### config.mk
export PLATFORM = sky130hd
export DESIGN_NAME = hp_event_bank
export DESIGN_NICKNAME = d
export VERILOG_FILES = /design/src/rtl/hp_pkg.sv /design/src/rtl/hp_bus_slice.sv /design/src/rtl/hp_drain_seq.sv /design/src/rtl/hp_event_bank.sv
export SDC_FILE = /design/constraint.sdc
export NUM_CORES = 1
export LEC_CHECK = 0
export BUFFER_PORTS_ARGS = -buffer_cell sky130_fd_sc_hd__buf_4
export CORE_UTILIZATION = 47
export CTS_CLUSTER_DIAMETER = 100
export DETAILED_ROUTE_END_ITERATION = 8
export HOLD_SLACK_MARGIN = 0.05
export PLACE_DENSITY = 0.66
export SKIP_LAST_GASP = 1
export SLEW_MARGIN = 20
export SYNTH_ARGS = -nofsm -noshare
export SYNTH_HDL_FRONTEND = slang
export SYNTH_HIERARCHICAL = 1
export SYNTH_SLANG_ARGS = --single-unit
### constraint.sdc
create_clock -name clk -period 9 [get_ports clk]
set_clock_uncertainty 0.1 [all_clocks]
set_input_delay 0.9 -clock clk [delete_from_list [all_inputs] [get_ports clk]]
set_output_delay 0.9 -clock clk [all_outputs]
set_load 0.01 [all_outputs]
### src/rtl/hp_pkg.sv
// Shared constants and helpers for the hotplug event register bank.
// Assumes a fixed 32-slot bitmap per bus and 32-bit register accesses.
package hp_pkg;
    localparam int SLOTS  = 32;
    localparam int SLOT_W = $clog2(SLOTS);

    typedef logic [SLOTS-1:0] slot_map_t;

    localparam logic [4:0] OFS_INSERTED = 5'h00;
    localparam logic [4:0] OFS_REMOVAL  = 5'h04;
    localparam logic [4:0] OFS_EJECT    = 5'h08;
    localparam logic [4:0] OFS_REMOVABLE = 5'h0C;
    localparam logic [4:0] OFS_BUSSEL   = 5'h10;

    localparam int STS_HP_BIT = 1;

    // Index of the lowest set bit; zero when the map is empty.
    function automatic logic [SLOT_W-1:0] lowest_index(input slot_map_t m);
        logic [SLOT_W-1:0] idx;
        idx = '0;
        for (int i = SLOTS - 1; i >= 0; i--) begin
            if (m[i]) idx = SLOT_W'(i);
        end
        return idx;
    endfunction

    // Isolate the lowest set bit as a one-hot map.
    function automatic slot_map_t lowest_onehot(input slot_map_t m);
        return m & (~m + slot_map_t'(1));
    endfunction
endpackage

### src/rtl/hp_bus_slice.sv
// One bus worth of slot state: the insertion and removal bitmaps.
// Assumes set masks win over clear masks in the same cycle so that no
// event is lost when firmware reads or ejects at the same time.
module hp_bus_slice
    import hp_pkg::*;
(
    input  logic      clk,
    input  logic      rst_n,
    input  slot_map_t set_up,
    input  slot_map_t set_down,
    input  slot_map_t clr_both,
    input  logic      clr_up_all,
    output slot_map_t up_map,
    output slot_map_t down_map
);
    // Update both bitmaps: clear first, then merge new events.
    always_ff @(posedge clk) begin
        if (!rst_n) begin
            up_map   <= '0;
            down_map <= '0;
        end else begin
            up_map   <= (up_map & ~clr_both & {SLOTS{~clr_up_all}}) | set_up;
            down_map <= (down_map & ~clr_both) | set_down;
        end
    end

    AST_PLUG_LANDS: assert property (@(posedge clk) disable iff (!rst_n)
        (set_up != '0) |=> ((up_map & $past(set_up)) == $past(set_up)));
    AST_UNPLUG_LANDS: assert property (@(posedge clk) disable iff (!rst_n)
        (set_down != '0) |=> ((down_map & $past(set_down)) == $past(set_down)));
    AST_READ_EMPTIES: assert property (@(posedge clk) disable iff (!rst_n)
        (clr_up_all && set_up == '0) |=> (up_map == '0));
    AST_EJECT_CLEARS: assert property (@(posedge clk) disable iff (!rst_n)
        (clr_both != '0 && set_down == '0) |=> ((down_map & $past(clr_both)) == '0));
endmodule

### src/rtl/hp_drain_seq.sv
// Removal sweep: walks the buses in ascending order and retires one pending
// removal slot per cycle, lowest slot first, then reports completion.
// Assumes the caller applies clr_mask to both bitmaps of clr_bus.
module hp_drain_seq
    import hp_pkg::*;
#(
    parameter int BUS_W = 2,
    localparam int NUM_BUS = 1 << BUS_W
) (
    input  logic             clk,
    input  logic             rst_n,
    input  logic             start,
    input  slot_map_t        down_maps [NUM_BUS],
    output logic             active,
    output logic             clr_valid,
    output logic [BUS_W-1:0] clr_bus,
    output slot_map_t        clr_mask,
    output logic             done
);
    logic [BUS_W-1:0] ptr;
    slot_map_t        cur;

    // Pick the lowest pending removal on the bus under the pointer.
    always_comb begin
        cur       = down_maps[ptr];
        clr_bus   = ptr;
        clr_valid = active && (cur != '0);
        clr_mask  = lowest_onehot(cur);
        done      = active && (cur == '0) && (ptr == BUS_W'(NUM_BUS - 1));
    end

    // Advance the pointer once a bus is empty; a hard reset starts a sweep.
    always_ff @(posedge clk) begin
        if (!rst_n) begin
            active <= 1'b1;
            ptr    <= '0;
        end else if (start) begin
            active <= 1'b1;
            ptr    <= '0;
        end else if (active && cur == '0) begin
            if (ptr == BUS_W'(NUM_BUS - 1)) active <= 1'b0;
            else                            ptr    <= ptr + 1'b1;
        end
    end

    AST_SWEEP_ENDS: assert property (@(posedge clk) disable iff (!rst_n)
        (done && !start) |=> !active);
    AST_SWEEP_HOLDS_BUS: assert property (@(posedge clk) disable iff (!rst_n)
        (clr_valid && !start) |=> (active && clr_bus == $past(clr_bus)));
endmodule

### src/rtl/hp_event_bank.sv
// Hotplug event register bank: per-bus slot bitmaps behind a bus-select
// window, event status with enable and level interrupt, eject command
// output, and a removal sweep on reset. Assumes single-cycle register
// strobes with read data taken in the cycle of reg_rd.
module hp_event_bank
    import hp_pkg::*;
#(
    parameter int BUS_W     = 2,
    parameter int EVT_BUS_W = 8,
    localparam int NUM_BUS  = 1 << BUS_W,
    localparam int CAP_W    = NUM_BUS * SLOTS
) (
    input  logic                 clk,
    input  logic                 rst_n,
    input  logic                 legacy_mode,
    input  logic                 plat_reset,
    input  logic [CAP_W-1:0]     hp_capable,
    input  logic                 plug_valid,
    input  logic [EVT_BUS_W-1:0] plug_bus,
    input  logic [SLOT_W-1:0]    plug_slot,
    input  logic                 unplug_valid,
    input  logic [EVT_BUS_W-1:0] unplug_bus,
    input  logic [SLOT_W-1:0]    unplug_slot,
    input  logic                 reg_rd,
    input  logic                 reg_wr,
    input  logic [4:0]           reg_addr,
    input  logic [31:0]          reg_wdata,
    output logic [31:0]          reg_rdata,
    input  logic                 sts_clr_wr,
    input  logic [7:0]           sts_clr_data,
    input  logic                 en_wr,
    input  logic [7:0]           en_data,
    output logic [7:0]           evt_sts,
    output logic [7:0]           evt_en,
    output logic                 irq,
    output logic                 event_err,
    output logic                 eject_pulse,
    output logic [BUS_W-1:0]     eject_bus,
    output logic [SLOT_W-1:0]    eject_slot
);
    slot_map_t up_maps   [NUM_BUS];
    slot_map_t down_maps [NUM_BUS];
    slot_map_t rmv_q     [NUM_BUS];

    logic [31:0]      sel_q;
    logic             sel_ok;
    logic [BUS_W-1:0] sel_idx;
    logic             plug_ok, unplug_ok;
    logic             ej_wr, ej_ok;
    slot_map_t        ej_onehot;
    logic             rd_clear;

    logic             dr_active, dr_valid, dr_done;
    logic [BUS_W-1:0] dr_bus;
    slot_map_t        dr_mask;

    logic             nx_pulse;
    logic [BUS_W-1:0] nx_bus;
    logic [SLOT_W-1:0] nx_slot;

    // Decode the select window and event bus ranges.
    always_comb begin
        sel_ok    = (sel_q >> BUS_W) == '0;
        sel_idx   = sel_q[BUS_W-1:0];
        plug_ok   = (plug_bus >> BUS_W) == '0;
        unplug_ok = (unplug_bus >> BUS_W) == '0;
        ej_wr     = reg_wr && reg_addr == OFS_EJECT;
        ej_ok     = ej_wr && sel_ok && !dr_active && reg_wdata != '0;
        ej_onehot = lowest_onehot(reg_wdata);
        rd_clear  = reg_rd && reg_addr == OFS_INSERTED && !legacy_mode && sel_ok;
    end

    for (genvar b = 0; b < NUM_BUS; b++) begin : g_bus
        slot_map_t set_up, set_down, clr_both;
        logic      clr_up_all;

        // Route events, eject and sweep clears to this bus.
        always_comb begin
            set_up     = (plug_valid && plug_ok && plug_bus[BUS_W-1:0] == BUS_W'(b))
                         ? (slot_map_t'(1) << plug_slot) : '0;
            set_down   = (unplug_valid && unplug_ok && unplug_bus[BUS_W-1:0] == BUS_W'(b))
                         ? (slot_map_t'(1) << unplug_slot) : '0;
            clr_both   = ((ej_ok && sel_idx == BUS_W'(b)) ? ej_onehot : '0)
                       | ((dr_valid && dr_bus == BUS_W'(b)) ? dr_mask : '0);
            clr_up_all = rd_clear && sel_idx == BUS_W'(b);
        end

        hp_bus_slice u_slice (
            .clk        (clk),
            .rst_n      (rst_n),
            .set_up     (set_up),
            .set_down   (set_down),
            .clr_both   (clr_both),
            .clr_up_all (clr_up_all),
            .up_map     (up_maps[b]),
            .down_map   (down_maps[b])
        );

        // Removable bitmap: all ones from reset, reloaded when a sweep ends.
        always_ff @(posedge clk) begin
            if (!rst_n)       rmv_q[b] <= '1;
            else if (dr_done) rmv_q[b] <= hp_capable[b*SLOTS +: SLOTS];
        end
    end

    hp_drain_seq #(.BUS_W(BUS_W)) u_drain (
        .clk       (clk),
        .rst_n     (rst_n),
        .start     (plat_reset),
        .down_maps (down_maps),
        .active    (dr_active),
        .clr_valid (dr_valid),
        .clr_bus   (dr_bus),
        .clr_mask  (dr_mask),
        .done      (dr_done)
    );

    // Choose the eject source: the sweep has priority over register writes.
    always_comb begin
        if (dr_valid) begin
            nx_bus  = dr_bus;
            nx_slot = lowest_index(dr_mask);
        end else begin
            nx_bus  = sel_idx;
            nx_slot = lowest_index(reg_wdata);
        end
        nx_pulse = (dr_valid || ej_ok) && hp_capable[{nx_bus, nx_slot}];
    end

    // Register the eject command and the dropped-event flag.
    always_ff @(posedge clk) begin
        if (!rst_n) begin
            eject_pulse <= 1'b0;
            eject_bus   <= '0;
            eject_slot  <= '0;
            event_err   <= 1'b0;
        end else begin
            eject_pulse <= nx_pulse;
            eject_bus   <= nx_bus;
            eject_slot  <= nx_slot;
            event_err   <= (plug_valid && !plug_ok) || (unplug_valid && !unplug_ok);
        end
    end

    // Select register, event status (write one to clear) and enable.
    always_ff @(posedge clk) begin
        if (!rst_n) begin
            sel_q   <= '0;
            evt_sts <= '0;
            evt_en  <= '0;
        end else begin
            if (reg_wr && reg_addr == OFS_BUSSEL && !legacy_mode) sel_q <= reg_wdata;
            if (en_wr) evt_en <= en_data;
            evt_sts <= (evt_sts & ~(sts_clr_wr ? sts_clr_data : 8'h00))
                     | (8'((plug_valid && plug_ok) || (unplug_valid && unplug_ok)) << STS_HP_BIT);
        end
    end

    assign irq = |(evt_sts & evt_en);

    // Read mux over the selected bus.
    always_comb begin
        reg_rdata = '0;
        case (reg_addr)
            OFS_INSERTED:  if (sel_ok) reg_rdata = up_maps[sel_idx];
            OFS_REMOVAL:   if (sel_ok) reg_rdata = down_maps[sel_idx];
            OFS_REMOVABLE: if (sel_ok) reg_rdata = rmv_q[sel_idx];
            OFS_BUSSEL:    if (!legacy_mode) reg_rdata = sel_q;
            default:       reg_rdata = '0;
        endcase
    end

    AST_STATUS_ON_EVENT: assert property (@(posedge clk) disable iff (!rst_n)
        ((plug_valid && plug_ok) || (unplug_valid && unplug_ok)) |=> evt_sts[STS_HP_BIT]);
    AST_ERR_HAS_CAUSE: assert property (@(posedge clk) disable iff (!rst_n)
        event_err |-> $past((plug_valid && !plug_ok) || (unplug_valid && !unplug_ok)));
    AST_EJECT_HAS_CAUSE: assert property (@(posedge clk) disable iff (!rst_n)
        eject_pulse |-> $past(ej_ok || dr_valid));
    AST_NO_EJECT_OFF_WINDOW: assert property (@(posedge clk) disable iff (!rst_n)
        (ej_wr && !sel_ok && !dr_valid) |=> !eject_pulse);
    AST_LEGACY_SEL_FROZEN: assert property (@(posedge clk) disable iff (!rst_n)
        (legacy_mode && !$past(legacy_mode) == 1'b0 && reg_wr && reg_addr == OFS_BUSSEL) |=> $stable(sel_q));
    AST_RMV_RELOAD: assert property (@(posedge clk) disable iff (!rst_n)
        (dr_done && !plat_reset) |=> (rmv_q[0] == $past(hp_capable[SLOTS-1:0])));
endmodule

==> results.yml, run 1 <==
status:
  outcome: "finished clean"
clocking:
  postCtsSetupBuffers: 0
  root_buffer: "clkbuf_16"
  clk_path_buf_depth: 3
  cts_tree: "yes"
  cts_buffers: 51
  numClockSinks: 446
  clock_latency_ps: 610
  clkSlewWorstSetupHoldPaths_ps: 60
  cts_max_level: 2
  cts_hold_buf: 0
  cts-resized-gates: 0
timing:
  fin_crit_sh_pct: 79.1
  fmax_ghz: 0.141
  setup_ws_ps: 1880
  tightest_slew_ps: 1200
  finalHoldViolations: 0
  final-max-slew-violation-count: 0
  rsz0062_at_grt: "false"
  finalCriticalPeriod_ps: 7120
  relSlewSlack_pct: 19.6
  finalSetupViolations: 0
  finalSetupTns_ps: 0
synthesis:
  synth_area_per_cell_um2: 9.17
  yosysWarningCount: 6
  ys_types: 92
  synth_fp_nets: 3134
  synth_cells: 2916
  synth-edff-count: 128
  yosys-top-cells-area: "dfxtp_1 (24%), edfxtp_1 (14%), mux4_2 (11%)"
  synth_flop_cell: "dfxtp_1"
  yosysSeqAreaShare_pct: 38.2
  synth_common_cells: "nand2_1 (564), nor2_1 (320), dfxtp_1 (318)"
  yosys.area.top_type: "dfxtp_1"
  yosysMostFrequentCell: "nand2_1"
  netlist.area_leader.share_pct: 23.8
  netlist_area_um2: 26700
  synth_seq_cells: 446
  synth-async-reset-ratio_pct: 0
critical_path:
  timing.rr.end: "eject_pulse"
  r2r-start: "u_drain/clr_bus[0]"
  crit_fanout: 20
  regToRegSetupSlack_ps: 1880
  cp-start-kind: "register"
  worstSetupPathType: "register to register"
  crit_arrival_ps: 7540
  worst_ep_required_time_ps: 9430
  r2r_cells: 15
  critPathCaptureType: "register"
power:
  seq_power_share_pct: 45.3
  swShare_pct: 24.1
  p_total_mw: 4.59
  powerDensity_nw_per_um2: 149
  p_leak_nw: 10.5
  clkPwrFrac_pct: 46.9
  worst_ir_drop_vdd_mv: 0.142
  power.switching_mw: 1.11
  power_frac_comb_pct: 7.8
  internal_power_mw: 3.48
route:
  dr.pass1.iters: 7
  routed_wl_um: 102000
  antenna_left: 0
  wire_per_inst_um: 26.4
  drt_iter0_markers: 2655
  routed_via_density: 6.28
  vias: 24200
  drc: 0
worst_hold_path:
  hp-start: "g_bus[2].u_slice/up_map[6]"
  whs_path_depth: 2
  holdPathEnd: "g_bus[2].u_slice/up_map[6]"
  hp-class: "register to register"
placement:
  place_ws_ps: 1810
  gp_congestion: 1.02
  hpwl_um: 70300
  port_buffers: 274
global_route:
  antenna_found_initial: 9
  grtUsageTotal_pct: 34.7
  grt-ovfl-total: 0
  grt_max_degree: 273
  grt_pass1_vias: 23100
  grt_pass1_wl_um: 148000
die:
  die_h_um: 241
  die_x_um: 241
  num_rows: 87
  die-area_um2: 57900
  initial_core_util_pct: 47.5
  coreArea_um2: 56300
  io_pins: 275
finish:
  drive_gt1_share_pct: 26.3
  layout.nets: 3278
  area_growth_syn_to_layout_pct: 14.9
flow_run:
  drv_cap: 0
==> area by class of cell <==
class	count	area, um^2
diodes	3	7.51
clock buffers	64	1410
clock inverters	27	292
fillers	5033	25500
inverters	23	86.3
multi-input cells	2225	15400
flip-flops and latches	446	10200
well taps	756	946
repair buffers	313	2390
==> through the flow <==
step                      utilization, %  hold WS [ps]  std cells  cell area [um^2]
after floorplan                        -           332       2916             26700
after global placement              51.5           339       3762             29000
after detailed placement            51.5           343       3762             29000
after CTS                           54.5           352       3853             30700
after global routing                54.6           364       3854             30700
final                               54.6           353       3857             30700
==> cell families after synthesis <==
| group | count (synthesis) | synth area share, % |
|---|---|---|
| DFF | 446 | 38.2 |
| buffers and inverters | 245 | 4.69 |
| AOI/OAI and AO/OA | 591 | 17.0 |
| and+or+nand+nor | 1410 | 25.3 |
| muxes | 223 | 14.9 |
| adders and majority gates | 1 | 0.0468 |
==> cell usage in the layout (no fill, tap or decap), types with 8 or more instances in the layout <==
cell type  count
o31ai_2       84
o21a_1       130
and2_1        15
nand3b_1      12
buf_4        310
nor3_1        16
nor2b_1      150
nand2b_1      11
nand3_1       67
nand2_1      559
or4_1          8
a22o_1        32
mux2_2        10
a21boi_0      35
clkbuf_16     53
edfxtp_1     128
o31ai_1       47
mux4_2       133
nor4_1        21
nor3b_1       10
or2_2        127
or3_1          8
o21ai_0      175
dfxtp_1      313
and3_1        18
a21oi_1       23
nor2_1       315
mux2i_1       75
inv_1         23
==> layer usage <==
metal / GRT usage, % / up-vias / part of all wire (%)
met4: 18.4 / 8 / 5.4
met1: 44.2 / 11800 / 38
li1: - / 10700 / -
met5: 0 / - / 0.053
met3: 7.99 / 313 / 10
met2: 54.9 / 1421 / 46
==> sequential cells by signal, summed over array words and instances, names as in the netlist, named ones only <==
name	cells
g_bus.u_slice/down_map	128
g_bus.u_slice/up_map	128
rmv_q	128
sel_q	32
evt_en	8
evt_sts	8
eject_slot	5
eject_bus	2
u_drain/clr_bus	2
eject_pulse	1
event_err	1
u_drain/active	1
==> power by group through the flow <==
stage | Clock (mW) | Sequential [mW] | Combinational, mW
after floorplan | 0 | 2.12 | 0.179
after global placement | 0 | 2.12 | 0.346
after detailed placement | 0 | 2.12 | 0.349
after CTS | 2.17 | 2.08 | 0.350
after global routing | 2.25 | 2.08 | 0.371
final | 2.15 | 2.08 | 0.358
==> critical path: stages (launching register included) <==
cell,delay (ps)
dfxtp_2,710
buf_4,490
mux4_2,600
or4_4,570
nor4_4,340
nand4_4,260
nor4b_1,790
buf_4,250
o21ai_0,70
and3_1,250
o21ai_1,650
and3_1,780
mux2_2,410
o22ai_1,210
and4b_1,250
nor4bb_4,260
==> how the worst max path moves through the flow <==
| stage | start | end | slack [ps] |
|---|---|---|---|
| 2_1_floorplan | u_drain/clr_bus[0] | rmv_q[0][0] | 2450 |
| 3_3_place_gp | u_drain/clr_bus[0] | eject_pulse | 1930 |
| 3_5_place_dp | u_drain/clr_bus[0] | eject_pulse | 1810 |
| 4_1_cts | u_drain/clr_bus[0] | eject_pulse | 1770 |
| 5_1_grt | u_drain/clr_bus[1] | eject_pulse | 1600 |
| 6_report | u_drain/clr_bus[0] | eject_pulse | 1880 |
(Power assumes the default switching activity.)
==> inputs of run 2 (changes only) <==
--- a/config.mk
+++ b/config.mk
@@ -5,12 +5,13 @@
 export SDC_FILE = /design/constraint.sdc
 export NUM_CORES = 1
 export LEC_CHECK = 0
+export ABC_AREA = 1
 export BUFFER_PORTS_ARGS = -buffer_cell sky130_fd_sc_hd__buf_4
 export CORE_UTILIZATION = 47
 export CTS_CLUSTER_DIAMETER = 100
 export DETAILED_ROUTE_END_ITERATION = 8
 export HOLD_SLACK_MARGIN = 0.05
-export PLACE_DENSITY = 0.66
+export PLACE_DENSITY = 0.68
 export SKIP_LAST_GASP = 1
 export SLEW_MARGIN = 20
 export SYNTH_ARGS = -nofsm -noshare
==> constraint.sdc (replaced) <==
create_clock -name clk -period 6.5 [get_ports clk]
set_clock_uncertainty 0.1 [all_clocks]
set_input_delay 0.65 -clock clk [delete_from_list [all_inputs] [get_ports clk]]
set_output_delay 0.65 -clock clk [all_outputs]
set_load 0.01 [all_outputs]
==> run 2 against run 1 <==
Synthesized cell count increased by 29%; cell area decreased by 0.16%; register-to-register slack got worse by 1300 ps; sequential share of layout area about the same; combinational power increased to 7.2 times the previous value; worst setup slack got worse by 1300 ps; clock power increased by 32%; die area decreased by 0.19%.
==> results.yml, run 2 <==
route:
  wire_per_inst_um: 24.4
  drt_iter0_markers: 3981
  dr.pass1.iters: 9
  vias: 28200
  routed_via_density: 6.00
  antenna_left: 0
  routed_wl_um: 115000
  drc: 0
critical_path:
  max_stage_delay_ps: 510
  crit_slowest_cell: "dfxtp_2"
  worst_path_dominant_cell_family: "simple AND/OR/NAND/NOR gates"
  regToRegSetupSlack_ps: 620
  worst_ep_required_time_ps: 6880
  crit_buf_inv: 4
  r2r_cells: 55
  worstSetupPathType: "register to register"
  r2r-start: "u_drain/clr_bus[1]"
  critPathCaptureType: "register"
  timing.rr.end: "eject_pulse"
  cp-start-kind: "register"
  crit_top_cell: "nand2_1"
  crit_fanout: 43
  crit_arrival_ps: 6260
placement:
  hpwl_um: 78800
  port_buffers: 274
  gp_congestion: 1.04
  placedCellCount: 4609
timing:
  final-max-slew-violation-count: 0
  fmax_ghz: 0.170
  finalSetupViolations: 0
  finalHoldViolations: 0
  finalCriticalPeriod_ps: 5880
  rsz0062_at_grt: "false"
  relSlewSlack_pct: 12.6
  finalSetupTns_ps: 0
  tightest_slew_ps: 1310
  fin_crit_sh_pct: 90.4
global_route:
  grtUsageTotal_pct: 39.3
  grt_pass1_wl_um: 168000
  grt_max_degree: 128
  grt_pass1_vias: 26200
  antenna_found_initial: 1
  grtUsageMet3_pct: 8.79
  grt-ovfl-total: 0
  use_met2_pct: 58.5
  top_usage_layer: "met2"
  grt_use_met1_pct: 50.3
worst_hold_path:
  holdPathEnd: "evt_sts[3]"
  hp-start: "sts_clr_data[3]"
  hp-class: "input port to register"
  whs_path_depth: 2
synthesis:
  synth_common_cells: "nor2_1 (606), nand2_1 (519), inv_1 (392)"
  synth_cells: 3763
  yosysWarningCount: 6
  synth_fp_nets: 3981
  yosysSeqAreaShare_pct: 38.3
  synth_area_per_cell_um2: 7.09
  yosys.area.top_type: "dfxtp_1"
  synth-edff-count: 128
  ys_types: 49
  synth-async-reset-ratio_pct: 0
  yosys-top-cells-area: "dfxtp_1 (24%), edfxtp_1 (14%), nor2_1 (8.5%)"
  yosysMostFrequentCell: "nor2_1"
  netlist.area_leader.share_pct: 23.9
  synth_seq_cells: 446
  netlist_area_um2: 26700
  synth_flop_cell: "dfxtp_1"
die:
  die_h_um: 240
  num_rows: 86
  initial_core_util_pct: 48.0
  io_pins: 275
  coreArea_um2: 55600
  die_x_um: 240
  die-area_um2: 57700
power:
  p_leak_nw: 10.2
  powerDensity_nw_per_um2: 270
  worst_ir_drop_vdd_mv: 0.233
clocking:
  root_buffer: "clkbuf_16"
  numClockSinks: 446
  cts_buffers: 51
  cts_max_level: 2
  clkSlewWorstSetupHoldPaths_ps: 60
  clk_path_buf_depth: 3
  cts_hold_buf: 0
  clock_latency_ps: 620
  cts_tree: "yes"
  postCtsSetupBuffers: 0
finish:
  mostFrequentLayoutCell: "nor2_1"
  finalNonFillerCells: 4702
  layout.nets: 4132
  largest_registers: "g_bus.u_slice/down_map: 128 flops, g_bus.u_slice/up_map: 128 flops, rmv_q: 128 flops"
  mostFrequentLayoutCells: "nor2_1 (597), nand2_1 (514), inv_1 (391), buf_4 (331), dfxtp_1 (314)"
  num_antenna_cells: 0
  drive_gt1_share_pct: 22.4
  area_growth_syn_to_layout_pct: 15.0
flow_run:
  drv_cap: 0
status:
  outcome: "finished clean"
-- run 2: cell count changes in the layout (fill, tap and decap cells not counted), moves of 111 or more --
| cell | previous run | this run |
|---|---|---|
| nor2_1 | 315 | 597 |
| a21oi_1 | 23 | 214 |
| o21a_1 | 130 | 0 |
| a21oi_2 | 0 | 120 |
| nor2b_1 | 150 | 0 |
| inv_1 | 23 | 391 |
| nand3_1 | 67 | 300 |
| a22oi_1 | 7 | 118 |
| mux4_2 | 133 | 0 |
| o22ai_1 | 2 | 133 |
| nor2_2 | 2 | 132 |
-- run 2: cell type report --
class                           instances  area [um^2]
Clock buffer                           76         1460
Clock inverter                         17          125
Fill cell                            5596        24900
Inverter                              411         1550
Multi-Input combinational cell       2670        13900
Sequential cell                       446        10200
Tap cell                              748          936
Timing Repair Buffer                  334         2540
-- run 2: worst max-delay path by stage --
stage / end / startpoint / cells after the start / slack (ps)
6_report: eject_pulse / u_drain/clr_bus[1] / 55 / 620
3_5_place_dp: eject_pulse / u_drain/clr_bus[1] / 53 / 630
3_3_place_gp: eject_pulse / u_drain/clr_bus[1] / 53 / 570
5_1_grt: eject_pulse / u_drain/clr_bus[0] / 55 / 60
4_1_cts: eject_pulse / u_drain/clr_bus[1] / 53 / 620
2_1_floorplan: eject_pulse / u_drain/clr_bus[1] / 56 / 2150
-- run 2: layer usage --
layer / vias up / part of all wire (%)
met4: 0 / 7.6
met5: - / 0
li1: 12900 / -
met3: 405 / 12
met1: 13100 / 39
met2: 1896 / 42
-- run 2: through the flow --
| step | util, % | total power, mW | hold slack, ps | instance area [um^2] | setup slack [ps] |
|---|---|---|---|---|---|
| 2_1_floorplan | - | 4.67 | 339 | 26700 | 2150 |
| 3_3_place_gp | 52.3 | 5.43 | 339 | 29100 | 571 |
| 3_5_place_dp | 52.3 | 5.41 | 344 | 29100 | 628 |
| 4_1_cts | 55.1 | 8.20 | 72.7 | 30700 | 623 |
| 5_1_grt | 55.2 | 8.57 | 82.8 | 30700 | 62.0 |
| 6_report | 55.2 | 8.29 | 94.4 | 30700 | 622 |
-- run 2: cells by family (layout without fill, tap and decap cells) --
family / after synthesis / in the layout / share of synthesized area [%]
and+or+nand+nor: 1863 / 1863 / 31.8
adders and majority gates: 1 / 1 / 0.0469
DFF: 446 / 446 / 38.3
AOI/OAI and AO/OA: 806 / 806 / 19.7
buffers and inverters: 647 / 838 / 10.2
-- run 2: timing repair --
item / 4_1_cts / 5_1_grt
resized for setup: 0 / 2
hold endpoints to repair: 0 / 0
setup endpoints to repair: 0 / 1
-- run 2: power by group --
part           internal, mW  total (mW)  leakage (nW)  switching, mW
clock network          1.59        2.84         0.774           1.24
registers              2.88        2.89          3.43         0.0167
logic                 0.748        2.56          5.97           1.81
